`config.mk`:
```
export PLATFORM = sky130hd
export DESIGN_NAME = pwm_outdis_ctrl
export DESIGN_NICKNAME = d
export VERILOG_FILES = /design/src/rtl/pwm_outdis_pkg.sv /design/src/rtl/pwm_outdis_sync.sv /design/src/rtl/pwm_outdis_reg.sv /design/src/rtl/pwm_outdis_gate.sv /design/src/rtl/pwm_outdis_ctrl.sv
export SDC_FILE = /design/constraint.sdc
export NUM_CORES = 1
export LEC_CHECK = 0
export ABC_AREA = 1
export BUFFER_PORTS_ARGS = -buffer_cell sky130_fd_sc_hd__buf_4
export CAP_MARGIN = 20
export CORE_AREA = 2 2 39 41
export DETAILED_ROUTE_END_ITERATION = 7
export DIE_AREA = 0 0 41 43
export PLACE_DENSITY_LB_ADDON = 0.25
export SYNTH_ARGS = -nofsm -noshare
export SYNTH_HDL_FRONTEND = slang
export SYNTH_HIERARCHICAL = 1
export SYNTH_SLANG_ARGS = --single-unit
```
`constraint.sdc`:
```
create_clock -name clk -period 0.95 [get_ports clk]
set_input_delay 0.19 -clock clk [delete_from_list [all_inputs] [get_ports clk]]
set_output_delay 0.19 -clock clk [all_outputs]
set_load 0.03 [all_outputs]
```
`src/rtl/pwm_outdis_pkg.sv`:
```
package pwm_outdis_pkg;
    localparam int NPIN      = 4;
    localparam int REG_W     = 8;
    localparam int SYNC_LEN  = 2;
    localparam int FILL_W    = REG_W - NPIN - 1;

    typedef struct packed {
        logic            arm;
        logic [NPIN-1:0] dis;
    } ctl_state_t;
endpackage

```
`src/rtl/pwm_outdis_sync.sv`:
```
module pwm_outdis_sync #(
    parameter int STAGES = 2
) (
    input  logic clk,
    input  logic rst_n,
    input  logic async_in,
    output logic sync_out
);
    logic [STAGES-1:0] chain_d, chain_q;

    always_comb begin
        chain_d = {chain_q[STAGES-2:0], async_in};
    end

    always_ff @(posedge clk or negedge rst_n) begin
        if (!rst_n) chain_q <= '1;
        else        chain_q <= chain_d;
    end

    assign sync_out = chain_q[STAGES-1];
endmodule

```
`src/rtl/pwm_outdis_reg.sv`:
```
module pwm_outdis_reg
    import pwm_outdis_pkg::*;
(
    input  logic             clk,
    input  logic             rst_n,
    input  logic             we,
    input  logic [REG_W-1:0] wdata,
    input  logic             manip,
    input  logic             shut_sync,
    output logic [NPIN-1:0]  dis,
    output logic [REG_W-1:0] rdata
);
    ctl_state_t st_d, st_q;
    logic       force_set;

    always_comb begin
        st_d      = st_q;
        force_set = st_q.arm && !manip && !shut_sync;
        if (we) begin
            st_d.arm = wdata[REG_W-1];
            st_d.dis = wdata[NPIN-1:0];
        end
        if (force_set) st_d.dis = '1;
    end

    always_ff @(posedge clk or negedge rst_n) begin
        if (!rst_n) begin
            st_q.arm <= 1'b0;
            st_q.dis <= '1;
        end else begin
            st_q <= st_d;
        end
    end

    assign dis   = st_q.dis;
    assign rdata = {st_q.arm, {FILL_W{1'b1}}, st_q.dis};

    p_wr_dis_r3: assert property (@(posedge clk) disable iff (!rst_n)
        (we && !(st_q.arm && !manip && !shut_sync)) |=> (dis == $past(wdata[NPIN-1:0])));
    p_wr_arm_r4: assert property (@(posedge clk) disable iff (!rst_n)
        we |=> (rdata[REG_W-1] == $past(wdata[REG_W-1])));
    p_force_all_r8: assert property (@(posedge clk) disable iff (!rst_n)
        (rdata[REG_W-1] && !manip && !shut_sync) |=> (&dis));
    p_manip_hold_r9: assert property (@(posedge clk) disable iff (!rst_n)
        (manip && !we) |=> $stable(dis));
endmodule

```
`src/rtl/pwm_outdis_gate.sv`:
```
module pwm_outdis_gate
    import pwm_outdis_pkg::*;
(
    input  logic            clk,
    input  logic            rst_n,
    input  logic [NPIN-1:0] dis,
    input  logic            manip,
    input  logic [NPIN-1:0] wave,
    input  logic [NPIN-1:0] fixed,
    output logic [NPIN-1:0] pdata,
    output logic [NPIN-1:0] poe
);
    for (genvar i = 0; i < NPIN; i++) begin : g_pin
        always_comb begin
            if (manip) begin
                poe[i]   = 1'b1;
                pdata[i] = dis[i] ? fixed[i] : wave[i];
            end else begin
                poe[i]   = !dis[i];
                pdata[i] = dis[i] ? 1'b0 : wave[i];
            end
        end

        p_norm_off_r5: assert property (@(posedge clk) disable iff (!rst_n)
            (!manip && dis[i]) |-> (!poe[i] && !pdata[i]));
        p_norm_on_r6: assert property (@(posedge clk) disable iff (!rst_n)
            (!manip && !dis[i]) |-> (poe[i] && pdata[i] == wave[i]));
        p_manip_drive_r7: assert property (@(posedge clk) disable iff (!rst_n)
            manip |-> (poe[i] && pdata[i] == (dis[i] ? fixed[i] : wave[i])));
    end
endmodule

```
`src/rtl/pwm_outdis_ctrl.sv`:
```
module pwm_outdis_ctrl
    import pwm_outdis_pkg::*;
(
    input  logic             clk,
    input  logic             rst_n,
    input  logic             reg_we,
    input  logic [REG_W-1:0] reg_wdata,
    output logic [REG_W-1:0] reg_rdata,
    input  logic [NPIN-1:0]  wave_in,
    input  logic             manip_mode,
    input  logic [NPIN-1:0]  fixed_lvl,
    input  logic             shutdown_n,
    output logic [NPIN-1:0]  pin_data,
    output logic [NPIN-1:0]  pin_oe
);
    logic            shut_sync;
    logic [NPIN-1:0] dis;

    pwm_outdis_sync #(.STAGES(SYNC_LEN)) u_sync (
        .clk      (clk),
        .rst_n    (rst_n),
        .async_in (shutdown_n),
        .sync_out (shut_sync)
    );

    pwm_outdis_reg u_reg (
        .clk       (clk),
        .rst_n     (rst_n),
        .we        (reg_we),
        .wdata     (reg_wdata),
        .manip     (manip_mode),
        .shut_sync (shut_sync),
        .dis       (dis),
        .rdata     (reg_rdata)
    );

    pwm_outdis_gate u_gate (
        .clk   (clk),
        .rst_n (rst_n),
        .dis   (dis),
        .manip (manip_mode),
        .wave  (wave_in),
        .fixed (fixed_lvl),
        .pdata (pin_data),
        .poe   (pin_oe)
    );
endmodule

```
==> results.yml <==
timing:
  hold_ws_ns: 0.0493
  hold_viol_final: 0
  report.final.slew_viol_count: 0
  fin_crit_ns: 1.30
  worst_slack_ns: -0.352
  skew_ns: 0.00253
  setup_violations: 13
  period_share_pct: 137
  rsz0062_at_grt: "true"
  fmax_mhz: 768
cts:
  numCtsBuffers: 3
  clock_latency_ns: 0.24
  clkTransAtPathRegs_ns: 0.05
  root_buffer: "clkbuf_4"
  h-tree-depth: 1
  cts_sinks: 7
  clock_path_buffers: 2
  cts_tree: "done"
global_route:
  track_usage_pct: 12.2
  grt_start_max_net_pins: 8
  grt_pass1_vias: 378
  gr-total-overflow: 0
  grt_pass1_wl_um: 1400
  antenna_found_initial: 0
power:
  p_switching_mw: 0.373
  peakVddDrop_mv: 0.710
  p_int_mw: 0.708
  combPwrFrac_pct: 42.0
  swShare_pct: 34.5
  power_leakage_nw: 0.486
  seqPwrFrac_pct: 34.2
  p_clk_share_pct: 23.8
  total_power_mw: 1.08
  power.density_mw_per_mm2: 1330
min_path:
  hold_class: "input port to register"
die:
  die_w_um: 41
  io-pin-count: 37
  initial_core_util_pct: 31.8
  die_area_mm2: 0.00176
  num_rows: 14
  design.core.area_mm2: 0.00138
  die_h_um: 43
synthesis:
  synth_area_um2: 440
  synth_seq_area_share_pct: 41.5
  synth.avg_cell_area_um2: 6.57
  synth_warnings: 6
  ys_ff_latch: 7
  netlist.area_leader.share_pct: 35.8
  yosysTopAreaCell: "dfstp_2"
  synth_cell_types: 8
  synthTopCellsByArea: "dfstp_2 (36%), nand2_1 (26%), inv_1 (13%), buf_4 (12%), dfrtp_1 (5.7%)"
  synth_cells: 67
finish:
  antenna_cells: 0
  area_growth_pct: 84.9
  fin_area_um2: 815
  drive_above_1_share_pct: 59.4
  final.fill_count: 144
  layout.nets: 123
drt:
  dr_wl_met3_um: 132
  remaining_drc_errors: 0
  wl_met2_um: 519
  vias: 481
  drt_first_pass_iters: 4
  drt_iter0_drc: 1
  top_layer: "met3"
  avgViaCountPerCell: 4.11
  ant_nets: 0
  detail_route.wl_per_cell_um: 8.65
  met1Wirelength_um: 359
  routed_wl_um: 1010
placed_design:
  pre_cts_slack_ns: -0.136
  dpl.hpwl_um: 763
  gp_congestion: 0.769
  placement.cell_area_um2: 698
  port_buffers: 30
worst_setup_path:
  worstPathRequired_ns: 0.76
  cp_max_fo: 5
  critPathLaunchType: "register"
  worst_setup_path_end_kind: "output port"
  worst_ep_arrival_time_ns: 1.11
  regToRegSetupSlack_ns: 0.04
  path_class: "register to output port"
outcome:
  status: "finished with violations"
  violations: "negative setup slack"
job:
  timing.max_cap.violations: 0
==> what timing repair did <==
action                     4_1_cts  5_1_grt
hold buffers                     1        0
gates resized for setup         15        5
setup buffers                    2        1
hold endpoints to repair         7        0
pin swaps                        2        6
setup endpoints to repair       13       14
==> metal layers <==
metal / GRT usage (%) / up-vias
li1: - / 246
met1: 12.5 / 206
met2: 20.3 / 29
met3: 3.14 / 0
met4: 8.00 / 0
met5: 0 / -
==> state kept, by name (all words and copies together) (netlist names) <==
name,flops
u_reg/dis,4
u_sync/chain_q,2
u_reg/rdata,1
==> cells by family (layout without fill, tap and decap cells) <==
kind of cell           Yosys count  count (layout)  share of synthesized area (%)
buffers and inverters           23              55                           25.6
flip-flops                       7               7                           41.5
AND/OR/NAND/NOR                 36              36                           32.1
other                            1               3                          0.851
==> final timing paths <==
kind | end | cells past startpoint | startpoint
setup / recovery | pin_data[0] | 4 | u_reg/dis[0]
hold / removal | u_sync/chain_q[0] | 1 | shutdown_n
setup reg to reg | u_reg/dis[1] | 5 | u_reg/dis[1]
hold reg to reg | u_sync/chain_q[1] | 0 | u_sync/chain_q[0]
max in group asynchronous | u_reg/dis[3] | 2 | rst_n
min in group asynchronous | u_reg/rdata[7] | 2 | rst_n
==> cells in the mapped netlist <==
| cell type | instances |
|---|---|
| inv_1 | 15 |
| dfstp_2 | 6 |
| dfrtp_1 | 1 |
| conb_1 | 1 |
| nand3_1 | 5 |
| nand2_1 | 31 |
| buf_4 | 7 |
| inv_2 | 1 |
==> stage by stage <==
| step | setup TNS [ns] | instances | utilization (%) |
|---|---|---|---|
| finish | -3.52 | 117 | 58.9 |
| global route | -4.05 | 117 | 58.9 |
| detailed placement | -0.578 | 109 | 50.5 |
| global placement | -0.513 | 109 | 50.5 |
| CTS | -3.55 | 116 | 57.9 |
| floorplan | 0 | 69 | - |
==> cell type report <==
class / count / area (µm²) / share of cell area, %
sequential: 7 / 183 / 22.4
clock buffer: 4 / 26.3 / 3.23
tap: 16 / 20.0 / 2.46
timing repair buffer: 35 / 310 / 38.1
inverter: 16 / 60.1 / 7.37
multi-input combinational: 39 / 215 / 26.4
==> placed cells by master (no fill, tap or decap) <==
cell,Yosys,routed
clkbuf_4,0,3
dlygate4sd3_1,0,1
conb_1,1,3
buf_4,7,22
nand2_1,31,22
dfstp_2,6,6
nand2_4,0,4
nand3_2,0,4
inv_1,15,12
inv_2,1,4
dfrtp_1,1,1
nand3_1,5,1
nand2_2,0,5
buf_6,0,12
clkbuf_1,0,1
==> power by group through the flow <==
| stage | Sequential (mW) | Clock [mW] | Combinational, mW |
|---|---|---|---|
| floorplan | 0.375 | 0 | 0.244 |
| detailed placement | 0.372 | 0 | 0.384 |
| CTS | 0.367 | 0.273 | 0.444 |
| global route | 0.374 | 0.287 | 0.490 |
| global placement | 0.371 | 0 | 0.379 |
| finish | 0.370 | 0.257 | 0.454 |
==> critical path, cell delays in order, from the launching register on <==
cell     delay (ns)
dfstp_2        0.56
inv_1          0.06
nand2_2        0.07
nand2_4        0.05
buf_6          0.13
Power figures use the tool's default switching activity.
